[src/rtl/mdio_pkg.sv]
package mdio_pkg;

  localparam int ADDR_W      = 3;
  localparam int BUS_W       = 16;
  localparam int DATA_W      = 16;
  localparam int PHY_W       = 5;
  localparam int REGN_W      = 5;
  localparam int SEL_W       = 3;
  localparam int ADR_PHY_LSB = 8;
  localparam int CFG_SRST    = 3;

  localparam logic [ADDR_W-1:0] A_CFG  = 3'd0;
  localparam logic [ADDR_W-1:0] A_CMD  = 3'd1;
  localparam logic [ADDR_W-1:0] A_ADR  = 3'd2;
  localparam logic [ADDR_W-1:0] A_WDAT = 3'd3;
  localparam logic [ADDR_W-1:0] A_IND  = 3'd4;
  localparam logic [ADDR_W-1:0] A_RDAT = 3'd5;

  typedef struct packed {
    logic              rd;
    logic [SEL_W-1:0]  sel;
    logic [PHY_W-1:0]  phy;
    logic [REGN_W-1:0] regn;
    logic [DATA_W-1:0] data;
  } mdio_req_t;

  // Pre-divider for a clock-select code; code 0 falls back to the code-1 ratio.
  function automatic logic [4:0] pre_div(input logic [SEL_W-1:0] sel);
    case (sel)
      3'd2:    pre_div = 5'd6;
      3'd3:    pre_div = 5'd8;
      3'd4:    pre_div = 5'd10;
      3'd5:    pre_div = 5'd14;
      3'd6:    pre_div = 5'd20;
      3'd7:    pre_div = 5'd28;
      default: pre_div = 5'd4;
    endcase
  endfunction

endpackage

[src/rtl/mdio_clkgen.sv]
module mdio_clkgen
  import mdio_pkg::*;
#(
  parameter int POST_DIV = 8
) (
  input  logic             clk,
  input  logic             rst,
  input  logic             run,
  input  logic [SEL_W-1:0] sel,
  output logic             mdc,
  output logic             rise,
  output logic             fall
);

  localparam int MAX_HALF = 14 * POST_DIV;
  localparam int CW       = $clog2(MAX_HALF + 1);

  logic [CW-1:0] cnt_q;
  logic [CW-1:0] half_m1;
  logic          mdc_q;
  logic          tick;

  // Half an MDC period in system clocks: (pre_div / 2) * POST_DIV.
  always_comb begin
    half_m1 = CW'((32'(pre_div(sel)) >> 1) * POST_DIV - 1);
    tick    = run && (cnt_q == half_m1);
    rise    = tick && !mdc_q;
    fall    = tick && mdc_q;
  end

  always_ff @(posedge clk) begin
    if (rst || !run) begin
      cnt_q <= '0;
      mdc_q <= 1'b0;
    end else if (tick) begin
      cnt_q <= '0;
      mdc_q <= ~mdc_q;
    end else begin
      cnt_q <= cnt_q + 1'b1;
    end
  end

  assign mdc = mdc_q;

endmodule

[src/rtl/mdio_engine.sv]
module mdio_engine
  import mdio_pkg::*;
#(
  parameter int PRE_LEN = 32
) (
  input  logic              clk,
  input  logic              rst,
  input  logic              start,
  input  mdio_req_t         req,
  input  logic              rise,
  input  logic              fall,
  input  logic              mdio_i,
  output logic              busy,
  output logic [SEL_W-1:0]  sel_q,
  output logic              mdio_o,
  output logic              mdio_oe,
  output logic              rd_done,
  output logic [DATA_W-1:0] rd_value
);

  localparam int HDR = PRE_LEN + 4 + PHY_W + REGN_W;  // first turnaround bit
  localparam int DAT = HDR + 2;                       // first data bit
  localparam int FW  = DAT + DATA_W;                  // whole frame
  localparam int BW  = $clog2(FW);

  logic [FW-1:0]     sh_q;
  logic [FW-1:0]     frame;
  logic [BW-1:0]     idx_q;
  logic [DATA_W-1:0] rx_q;
  logic              busy_q, oe_q, rd_q, last;

  always_comb begin
    frame = {{PRE_LEN{1'b1}}, 2'b01,
             req.rd ? 2'b10 : 2'b01,
             req.phy, req.regn,
             req.rd ? 2'b11 : 2'b10,
             req.rd ? {DATA_W{1'b1}} : req.data};
    last  = (idx_q == BW'(FW - 1));
  end

  always_ff @(posedge clk) begin
    if (rst) begin
      busy_q <= 1'b0;
      oe_q   <= 1'b0;
      rd_q   <= 1'b0;
      sh_q   <= '0;
      idx_q  <= '0;
      rx_q   <= '0;
      sel_q  <= '0;
    end else if (!busy_q) begin
      if (start) begin
        busy_q <= 1'b1;
        oe_q   <= 1'b1;
        rd_q   <= req.rd;
        sh_q   <= frame;
        idx_q  <= '0;
        sel_q  <= req.sel;
      end
    end else begin
      if (rise && rd_q && idx_q >= BW'(DAT))
        rx_q <= {rx_q[DATA_W-2:0], mdio_i};
      if (fall) begin
        if (last) begin
          busy_q <= 1'b0;
          oe_q   <= 1'b0;
        end else begin
          idx_q <= idx_q + 1'b1;
          sh_q  <= sh_q << 1;
          if (rd_q && idx_q == BW'(HDR - 1))
            oe_q <= 1'b0;
        end
      end
    end
  end

  assign busy     = busy_q;
  assign mdio_o   = sh_q[FW-1];
  assign mdio_oe  = oe_q;
  assign rd_done  = busy_q && fall && last && rd_q;
  assign rd_value = rx_q;

endmodule

[src/rtl/mdio_regs.sv]
module mdio_regs
  import mdio_pkg::*;
(
  input  logic              clk,
  input  logic              rst,
  input  logic              bus_we,
  input  logic [ADDR_W-1:0] bus_waddr,
  input  logic [BUS_W-1:0]  bus_wdata,
  input  logic [ADDR_W-1:0] bus_raddr,
  output logic [BUS_W-1:0]  bus_rdata,
  input  logic              busy,
  input  logic              rd_done,
  input  logic [DATA_W-1:0] rd_value,
  output logic              soft_rst,
  output logic              start,
  output mdio_req_t         req
);

  logic [SEL_W-1:0]  sel_q;
  logic              srst_q, cmd_q;
  logic [PHY_W-1:0]  phy_q;
  logic [REGN_W-1:0] regn_q;
  logic [DATA_W-1:0] rdat_q;
  logic              start_wr, start_rd;

  always_comb begin
    start_wr = bus_we && bus_waddr == A_WDAT && !busy && !srst_q;
    start_rd = bus_we && bus_waddr == A_CMD && bus_wdata[0] && !cmd_q
               && !busy && !srst_q;
    start    = start_wr || start_rd;
    req      = '{rd: start_rd, sel: sel_q, phy: phy_q, regn: regn_q,
                 data: bus_wdata};
  end

  always_ff @(posedge clk) begin
    if (rst) begin
      sel_q  <= '0;
      srst_q <= 1'b0;
      cmd_q  <= 1'b0;
      phy_q  <= '0;
      regn_q <= '0;
      rdat_q <= '0;
    end else begin
      if (bus_we) begin
        case (bus_waddr)
          A_CFG: begin
            sel_q  <= bus_wdata[SEL_W-1:0];
            srst_q <= bus_wdata[CFG_SRST];
          end
          A_CMD: cmd_q <= bus_wdata[0];
          A_ADR: begin
            regn_q <= bus_wdata[REGN_W-1:0];
            phy_q  <= bus_wdata[ADR_PHY_LSB +: PHY_W];
          end
          default: ;
        endcase
      end
      if (rd_done)
        rdat_q <= rd_value;
    end
  end

  always_ff @(posedge clk) begin
    if (rst) begin
      bus_rdata <= '0;
    end else begin
      case (bus_raddr)
        A_CFG:   bus_rdata <= BUS_W'({srst_q, sel_q});
        A_CMD:   bus_rdata <= BUS_W'(cmd_q);
        A_ADR:   bus_rdata <= BUS_W'({phy_q, 3'b000, regn_q});
        A_IND:   bus_rdata <= BUS_W'(busy);
        A_RDAT:  bus_rdata <= rdat_q;
        default: bus_rdata <= '0;
      endcase
    end
  end

  assign soft_rst = srst_q;

endmodule

[src/rtl/mdio_master.sv]
module mdio_master
  import mdio_pkg::*;
#(
  parameter int POST_DIV = 8,
  parameter int PRE_LEN  = 32
) (
  input  logic        clk,
  input  logic        rst,
  input  logic        bus_we,
  input  logic [2:0]  bus_waddr,
  input  logic [15:0] bus_wdata,
  input  logic [2:0]  bus_raddr,
  output logic [15:0] bus_rdata,
  output logic        mdc,
  output logic        mdio_o,
  output logic        mdio_oe,
  input  logic        mdio_i
);

  logic              soft_rst, eng_rst, start, eng_busy, rd_done;
  logic              mdc_rise, mdc_fall;
  logic [SEL_W-1:0]  run_sel;
  logic [DATA_W-1:0] rd_value;
  mdio_req_t         req;

  assign eng_rst = rst || soft_rst;

  mdio_regs u_regs (
    .clk       (clk),
    .rst       (rst),
    .bus_we    (bus_we),
    .bus_waddr (bus_waddr),
    .bus_wdata (bus_wdata),
    .bus_raddr (bus_raddr),
    .bus_rdata (bus_rdata),
    .busy      (eng_busy),
    .rd_done   (rd_done),
    .rd_value  (rd_value),
    .soft_rst  (soft_rst),
    .start     (start),
    .req       (req)
  );

  mdio_clkgen #(.POST_DIV(POST_DIV)) u_clkgen (
    .clk  (clk),
    .rst  (eng_rst),
    .run  (eng_busy),
    .sel  (run_sel),
    .mdc  (mdc),
    .rise (mdc_rise),
    .fall (mdc_fall)
  );

  mdio_engine #(.PRE_LEN(PRE_LEN)) u_engine (
    .clk      (clk),
    .rst      (eng_rst),
    .start    (start),
    .req      (req),
    .rise     (mdc_rise),
    .fall     (mdc_fall),
    .mdio_i   (mdio_i),
    .busy     (eng_busy),
    .sel_q    (run_sel),
    .mdio_o   (mdio_o),
    .mdio_oe  (mdio_oe),
    .rd_done  (rd_done),
    .rd_value (rd_value)
  );

endmodule

[config.mk]
export PLATFORM = sky130hd
export DESIGN_NAME = mdio_master
export DESIGN_NICKNAME = d
export VERILOG_FILES = /design/src/rtl/mdio_pkg.sv /design/src/rtl/mdio_clkgen.sv /design/src/rtl/mdio_engine.sv /design/src/rtl/mdio_regs.sv /design/src/rtl/mdio_master.sv
export SDC_FILE = /design/constraint.sdc
export NUM_CORES = 1
export LEC_CHECK = 0
export ABC_AREA = 1
export BUFFER_PORTS_ARGS = -buffer_cell sky130_fd_sc_hd__buf_2
export CAP_MARGIN = 20
export CELL_PAD_IN_SITES_DETAIL_PLACEMENT = 1
export CELL_PAD_IN_SITES_GLOBAL_PLACEMENT = 2
export CORE_UTILIZATION = 37
export DETAILED_ROUTE_END_ITERATION = 6
export GPL_TIMING_DRIVEN = 0
export PLACE_DENSITY = 0.85
export SKIP_CTS_REPAIR_TIMING = 1
export SYNTH_ARGS = -nofsm -noshare
export SYNTH_HDL_FRONTEND = slang
export SYNTH_HIERARCHICAL = 1
export SYNTH_SLANG_ARGS = --single-unit
[constraint.sdc]
create_clock -name clk -period 7.6 [get_ports clk]
set_input_delay 0.76 -clock clk [delete_from_list [all_inputs] [get_ports clk]]
set_output_delay 0.76 -clock clk [all_outputs]
set_load 0.02 [all_outputs]
======== Word-level counts from Yosys, hierarchy flattened ========
Cells that the tools add are included.
operators by class
  add/sub/neg operators ................... 3
  order comparisons ....................... 1
  equal/unequal tests ..................... 19
  muxes and demuxes ....................... 22
  bitwise operators ....................... 2
  reduce and logical (&&, ||, !) cells .... 35
operators by type and width
  cell                                                                    number
  64-bit 2-to-1 mux                                                       4
  16-bit one-hot mux with 5 select lines                                  1
  5-bit one-hot mux with 6 select lines                                   1
  6-bit 2-to-1 mux                                                        4
  3-bit equality test (second input constant)                             6
  1-bit logical AND                                                       17
  16-bit 2-to-1 mux                                                       1
  3-bit by 2-bit equality test with 1-bit output (second input constant)  5
  6-bit equality test (second input constant)                             2
  1-bit 2-to-1 mux                                                        10
  2-bit AND reduction                                                     5
  7-bit by 1-bit adder with 7-bit output (second input constant)          1
  7-bit equality test                                                     1
  7-bit by 1-bit subtractor with 7-bit output (second input constant)     1
  6-bit by 1-bit adder with 6-bit output (second input constant)          1
  3-bit by 1-bit equality test with 1-bit output (second input constant)  2
  6-bit greater-or-equal comparator (second input constant)               1
  3-bit zero test                                                         2
  3-bit AND reduction                                                     2
  1-bit zero test                                                         4
  1-bit logical OR                                                        3
  3-bit != test (second input constant)                                   1
  2-bit 2-to-1 mux                                                        1
  2-bit by 1-bit != test with 1-bit output (second input constant)        1
  other kinds (4)                                                         5
storage, ports and cells
  register bits after elaboration ......... 147
  input bits .............................. 26
  output and inout bits ................... 19
  logic and storage cells ................. 98

======== Depth between registers and ports, before layout ========
  depth in word-level cells ............... 9
  gate-level depth with buffers ........... 21
  depth with buffers taken out ............ 20

======== Modules after synthesis ========
The synthesis kept the hierarchy.
modules (own cells, without submodules)
  module       instances  cells each  area each (µm²)  sequential area each (µm²)
  mdio_engine  1          524         3886.2           1841.8
  mdio_regs    1          253         1883.1           940.9
  mdio_clkgen  1          79          518.0            160.2
  mdio_master  1          3           11.3             0.0

======== Least setup slack after synthesis ========
No wires, ideal clock.
  kind .................................... register to register
  from .................................... register u_engine.sel_q[2]
  to ...................................... register u_regs.rdat_q[10]
  setup time .............................. 116 ps
  arrival ................................. 2426 ps
  data required time ...................... 7484 ps
  setup slack ............................. 5058 ps
  cell stages (with the launch flop) ...... 21
  path buffers ............................ 1
  clock period less this slack ............ 2542 ps
  cell sequence ........................... dfxtp_1 -> inv_1 -> nand2_1 -> nand2_1 -> a21oi_1 -> ha_1 -> inv_1 -> nand2_1 -> nand2_1 -> nand3_2 -> nor2_4 -> nand3_1 -> inv_1 -> nand2_2 -> inv_1 -> nand2_1 -> nor2_1 -> clkinv_1 -> buf_2 -> nor2_1 -> nor2_1
on the way
  cells in the longest elaborated chain, start to end .. 9
  elaborated cells on any way between the ends .. 14
  classes of those cells .................. 1 x add/sub; 7 x eq/ne; 1 x mux; 5 x reduce/logical
RTL lines
  what                                                                                   RTL line           RTL
  from (decl)                                                                            mdio_engine.sv:14  output logic [SEL_W-1:0] sel_q,
  from (signal assigned)                                                                 mdio_engine.sv:57  sel_q <= req.sel;
  3-bit equality test or 3-bit by 2-bit equality test with 1-bit output (tied branches)  mdio_pkg.sv:29     case (sel)
  5-bit one-hot mux with 6 select lines *                                                mdio_pkg.sv:29
  7-bit by 1-bit subtractor with 7-bit output *                                          mdio_clkgen.sv:25  half_m1 = CW'((32'(pre_div(sel)) >> 1) * POST_DIV - 1);
  7-bit equality test *                                                                  mdio_clkgen.sv:26  tick = run && (cnt_q == half_m1);
  1-bit logical AND *                                                                    mdio_clkgen.sv:26
  1-bit logical AND *                                                                    mdio_clkgen.sv:28  fall = tick && mdc_q;
  net mdc_fall                                                                           mdio_master.sv:21  logic mdc_rise, mdc_fall;
  1-bit logical AND * (3 in a row)                                                       mdio_engine.sv:79  assign rd_done = busy_q && fall && last && rd_q;
  net rd_done                                                                            mdio_master.sv:20  logic soft_rst, eng_rst, start, eng_busy, rd_done;
  to (signal assigned)                                                                   mdio_regs.sv:59    rdat_q <= rd_value;
  to (decl)                                                                              mdio_regs.sv:23    logic [DATA_W-1:0] rdat_q;
The timed path passes the listed nets; every way through them passes the cells marked *.
A chain may end at the register's enable or synchronous reset.

======== Worst setup path in the final report ========
  from .................................... register u_engine.sel_q[2]
  to ...................................... register u_regs.rdat_q[13]
The elaborated chain is that of the path after synthesis.

==> qor.csv <==
stage,metric,value,unit
cells_and_area,insertedDiodeCount,0,
global_route,grt_overflow,0,
synthesis,synth_top_area_share,46.7,%
critical_path,required,7.91,ns
synthesis,ys_ff_latch,147,
critical_path,worstSetupStartpoint,u_engine/sel_q[2],
timing,grt_setup_unrepaired,no,
global_route,track_usage,22.0,%
synthesis,yosysWarnings,6,
detailed_routing,route.detailed.drc,0,
job,cap_violations,0,
critical_path,r2r_cells,20,
power,pwr-share-clk,50.8,%
synthesis,synth_area_leaders,"dfxtp_1 (47%), nor2_1 (10%), nand2_1 (8.7%)",
cells_and_area,fillCellCount,2135,
power,p_leak,3.14,nW
global_route,grt_pass1_wl,30400,µm
detailed_routing,ant_nets,0,
synthesis,post-synth-top-count-cell,nor2_1,
clock_tree,htreeDepth,4,
timing,timing.final.hold_violations,0,
min_path,hold_start,u_regs/rdat_q[7],
critical_path,crit_path_start_kind,flip-flop,
timing,tns,0,ns
cells_and_area,fin_area,0.00743,mm²
status,status,"complete, no violations",
power,cellPowerDensity,253,mW/mm²
synthesis,ys_seq_area_share,46.7,%
clock_tree,numCtsBuffers,17,
placed_design,place_congestion,0.835,
clock_tree,clk_latency,0.42,ns
detailed_routing,drt-vias-per-instance,4.99,
synthesis,syn-num-nets,889,
floorplan,ios,45,
critical_path,worst_r2r_endpoint,u_regs/rdat_q[13],
cells_and_area,syn_to_final_growth,18.0,%
power,vdd_drop_max,0.161,mV
timing,finalSetupViolations,0,
clock_tree,clkTransAtPathRegs,0.06,ns
critical_path,crit_type,reg -> reg,
clock_tree,cts_tree,done,
placed_design,dp_hpwl,13300,µm
cells_and_area,final_layout_size_suffix_gt1_share,15.8,%
cells_and_area,final_core_util,44.8,%
floorplan,fp-row-count,47,
timing,worstMarginPinSlew,0.637,ns
power,switching_share,22.5,%
synthesis,syn_inst,859,
synthesis,synth_edf_count,0,
critical_path,rrSetupSlack,4.27,ns
critical_path,crit_slowest_cell,nor2_1,
min_path,hp-class,reg -> reg,
global_route,first_global_vias,6166,
synthesis,syn_area_per_cell,7.33,µm²
clock_tree,root_buffer,clkbuf_16,
floorplan,fp.coreArea,0.0166,mm²
global_route,antenna_found_initial,0,
floorplan,die_w,132,µm
floorplan,fp.dieH,132,µm
clock_tree,cts_buffer_depth,2,
critical_path,cpPeakStageDelay,0.46,ns
placed_design,placed_cell_area,0.00676,mm²
synthesis,synth_area,0.00630,mm²
cells_and_area,fin_cells,1148,
synthesis,async_flop_share,0,%
power,p_comb_share,6.6,%
power,switchingPower,0.000424,W
critical_path,cp-endpoint,u_regs/rdat_q[13],
timing,slew_headroom,57.5,%
critical_path,cpMostUsedCell,nand2_1,
detailed_routing,drtPass1Iterations,4,
floorplan,start_util,38.0,%
timing,final-max-slew-violation-count,0,
critical_path,r2r-start,u_engine/sel_q[2],
synthesis,yosys.area.top_type,dfxtp_1,
timing,finalCritPeriodShare,43.8,%
detailed_routing,drt-wirelength-per-cell,15.9,µm
detailed_routing,drtIter0Drc,254,
synthesis,netlist-cell-type-count,33,
critical_path,cp_cell_sequence,inv_1 > nand2_1 > nand2_1 > a21oi_1 > ha_1 > inv_1 > nand2_1 > nand2_1 > nand3_2 > nor2_4 > nand3_1 > inv_1 > nand2_2 > inv_1 > nand2_1 > nor2_1 > clkinv_1 > buf_2 > nor2_1 > nor2_1,
power,power_frac_seq,42.6,%
detailed_routing,vias,5733,
synthesis,synthFlopType,dfxtp_1,
global_route,grt_max_degree,17,
power,internal-power,0.00146,W
placed_design,port_buffers,38,
timing,hold_ws,0.457,ns
placed_design,dp.cells,1117,
timing,period_needed,3.33,ns
critical_path,crit_path_end_kind,flip-flop,
floorplan,dieArea,0.0175,mm²
timing,max_freq,0.300,GHz
critical_path,arrival,3.64,ns
synthesis,netlist_top_cells_count,"nor2_1 (173), dfxtp_1 (147), nand2_1 (146), a21oi_1 (85), o21ai_0 (67)",
cells_and_area,fin_nets,946,
critical_path,crit_fanout,10,
timing,finClkSkew,0.00776,ns
clock_tree,cts.sinks,147,
detailed_routing,drt-total-wl,18200,µm
worst max-delay path, delay by kind of cell, from the launching register on:
family                   cells  cell delay, ns
AND/OR/NAND/NOR             12            1.45
adder cells (fa/ha/maj)      1            0.26
buffers and inverters        6            0.95
flip-flops                   1            0.42
AO/OA/AOI/OAI                1            0.14
cell families (layout without fill, tap and decap cells):
family / after synthesis / in the layout / synth area share, %
AND/OR/NAND/NOR: 402 / 402 / 27.3
AO/OA/AOI/OAI: 186 / 186 / 15.2
flip-flops: 147 / 147 / 46.7
buffers and inverters: 115 / 184 / 9.36
XOR/XNOR: 5 / 5 / 0.695
adder cells (fa/ha/maj): 4 / 4 / 0.795
area by class of cell:
type | instances | area (µm²) | share of cell area (%)
well taps | 220 | 275 | 3.70
clock inverters | 13 | 231 | 3.11
clock buffers | 18 | 439 | 5.91
plain buffers | 62 | 382 | 5.13
multi-input cells | 597 | 2770 | 37.2
repair buffers | 38 | 190 | 2.56
flip-flops and latches | 147 | 2940 | 39.6
inverters | 53 | 208 | 2.79
power by group through the flow:
stage | sequential, W | clock [W] | combinational (W)
final | 0.000802 | 0.000956 | 0.000124
after global routing | 0.000803 | 0.00101 | 0.000140
after global placement | 0.000817 | 0 | 0.000118
after detailed placement | 0.000818 | 0 | 0.000124
after floorplan | 0.000815 | 0 | 0.0000858
after CTS | 0.000802 | 0.000973 | 0.000125
sequential cells by signal, indices dropped and copies added (netlist names), 3 cells and up:
name / cells
u_engine/sh_q: 64
u_engine/sel_q: 3
u_engine/idx_q: 6
u_regs/sel_q: 3
u_regs/regn_q: 5
u_regs/rdat_q: 16
u_regs/bus_rdata: 16
u_clkgen/cnt_q: 7
u_regs/phy_q: 5
u_engine/rd_value: 16
worst min-delay path by stage:
stage	end	slack (ns)	cells after the start
4_1_cts	u_regs/bus_rdata[6]	0.46	2
6_report	u_regs/bus_rdata[7]	0.46	2
5_1_grt	u_regs/bus_rdata[5]	0.47	2
2_1_floorplan	u_regs/bus_rdata[13]	0.42	2
3_3_place_gp	u_clkgen/cnt_q[0]	0.44	1
3_5_place_dp	u_regs/bus_rdata[6]	0.45	2
layout by cell type (no fill, tap or decap):
master / n
nor2_4: 2
dfxtp_1: 147
nand2_1: 146
buf_4: 21
xnor2_1: 1
nand2_4: 4
clkinvlp_4: 2
o21ai_0: 67
nand2_2: 9
buf_6: 6
nor3_4: 1
nand3_4: 1
clkbuf_8: 1
nand3_2: 1
clkinv_4: 2
clkinv_1: 3
nor2_1: 173
nor3_1: 2
inv_6: 2
a21oi_1: 85
nand4_1: 1
inv_4: 1
nor3_2: 1
inv_1: 44
xor2_1: 4
o21ai_1: 17
clkbuf_16: 17
nor2_2: 5
o22ai_1: 15
buf_2: 58
nand3_1: 55
inv_2: 3
ha_1: 4
o211ai_1: 2
nor2_8: 1
clkbuf_1: 15
bufinv_16: 6
clkinv_2: 3
stage by stage:
step,setup WS [ns],total power (W)
finish,4.27,0.00188
global route,3.84,0.00195
CTS,4.18,0.00190
detailed placement,4.24,0.000942
global placement,4.29,0.000935
floorplan,5.06,0.000901
per-layer routing:
layer / track usage (%) / wire (µm) / vias to the layer above
li1: - / - / 2883
met4: 7.98 / 288 / 0
met3: 3.87 / 447 / 20
met1: 27.5 / 8480 / 2755
met5: 0 / 0 / -
met2: 37.9 / 9010 / 75
(Power assumes the default switching activity.)
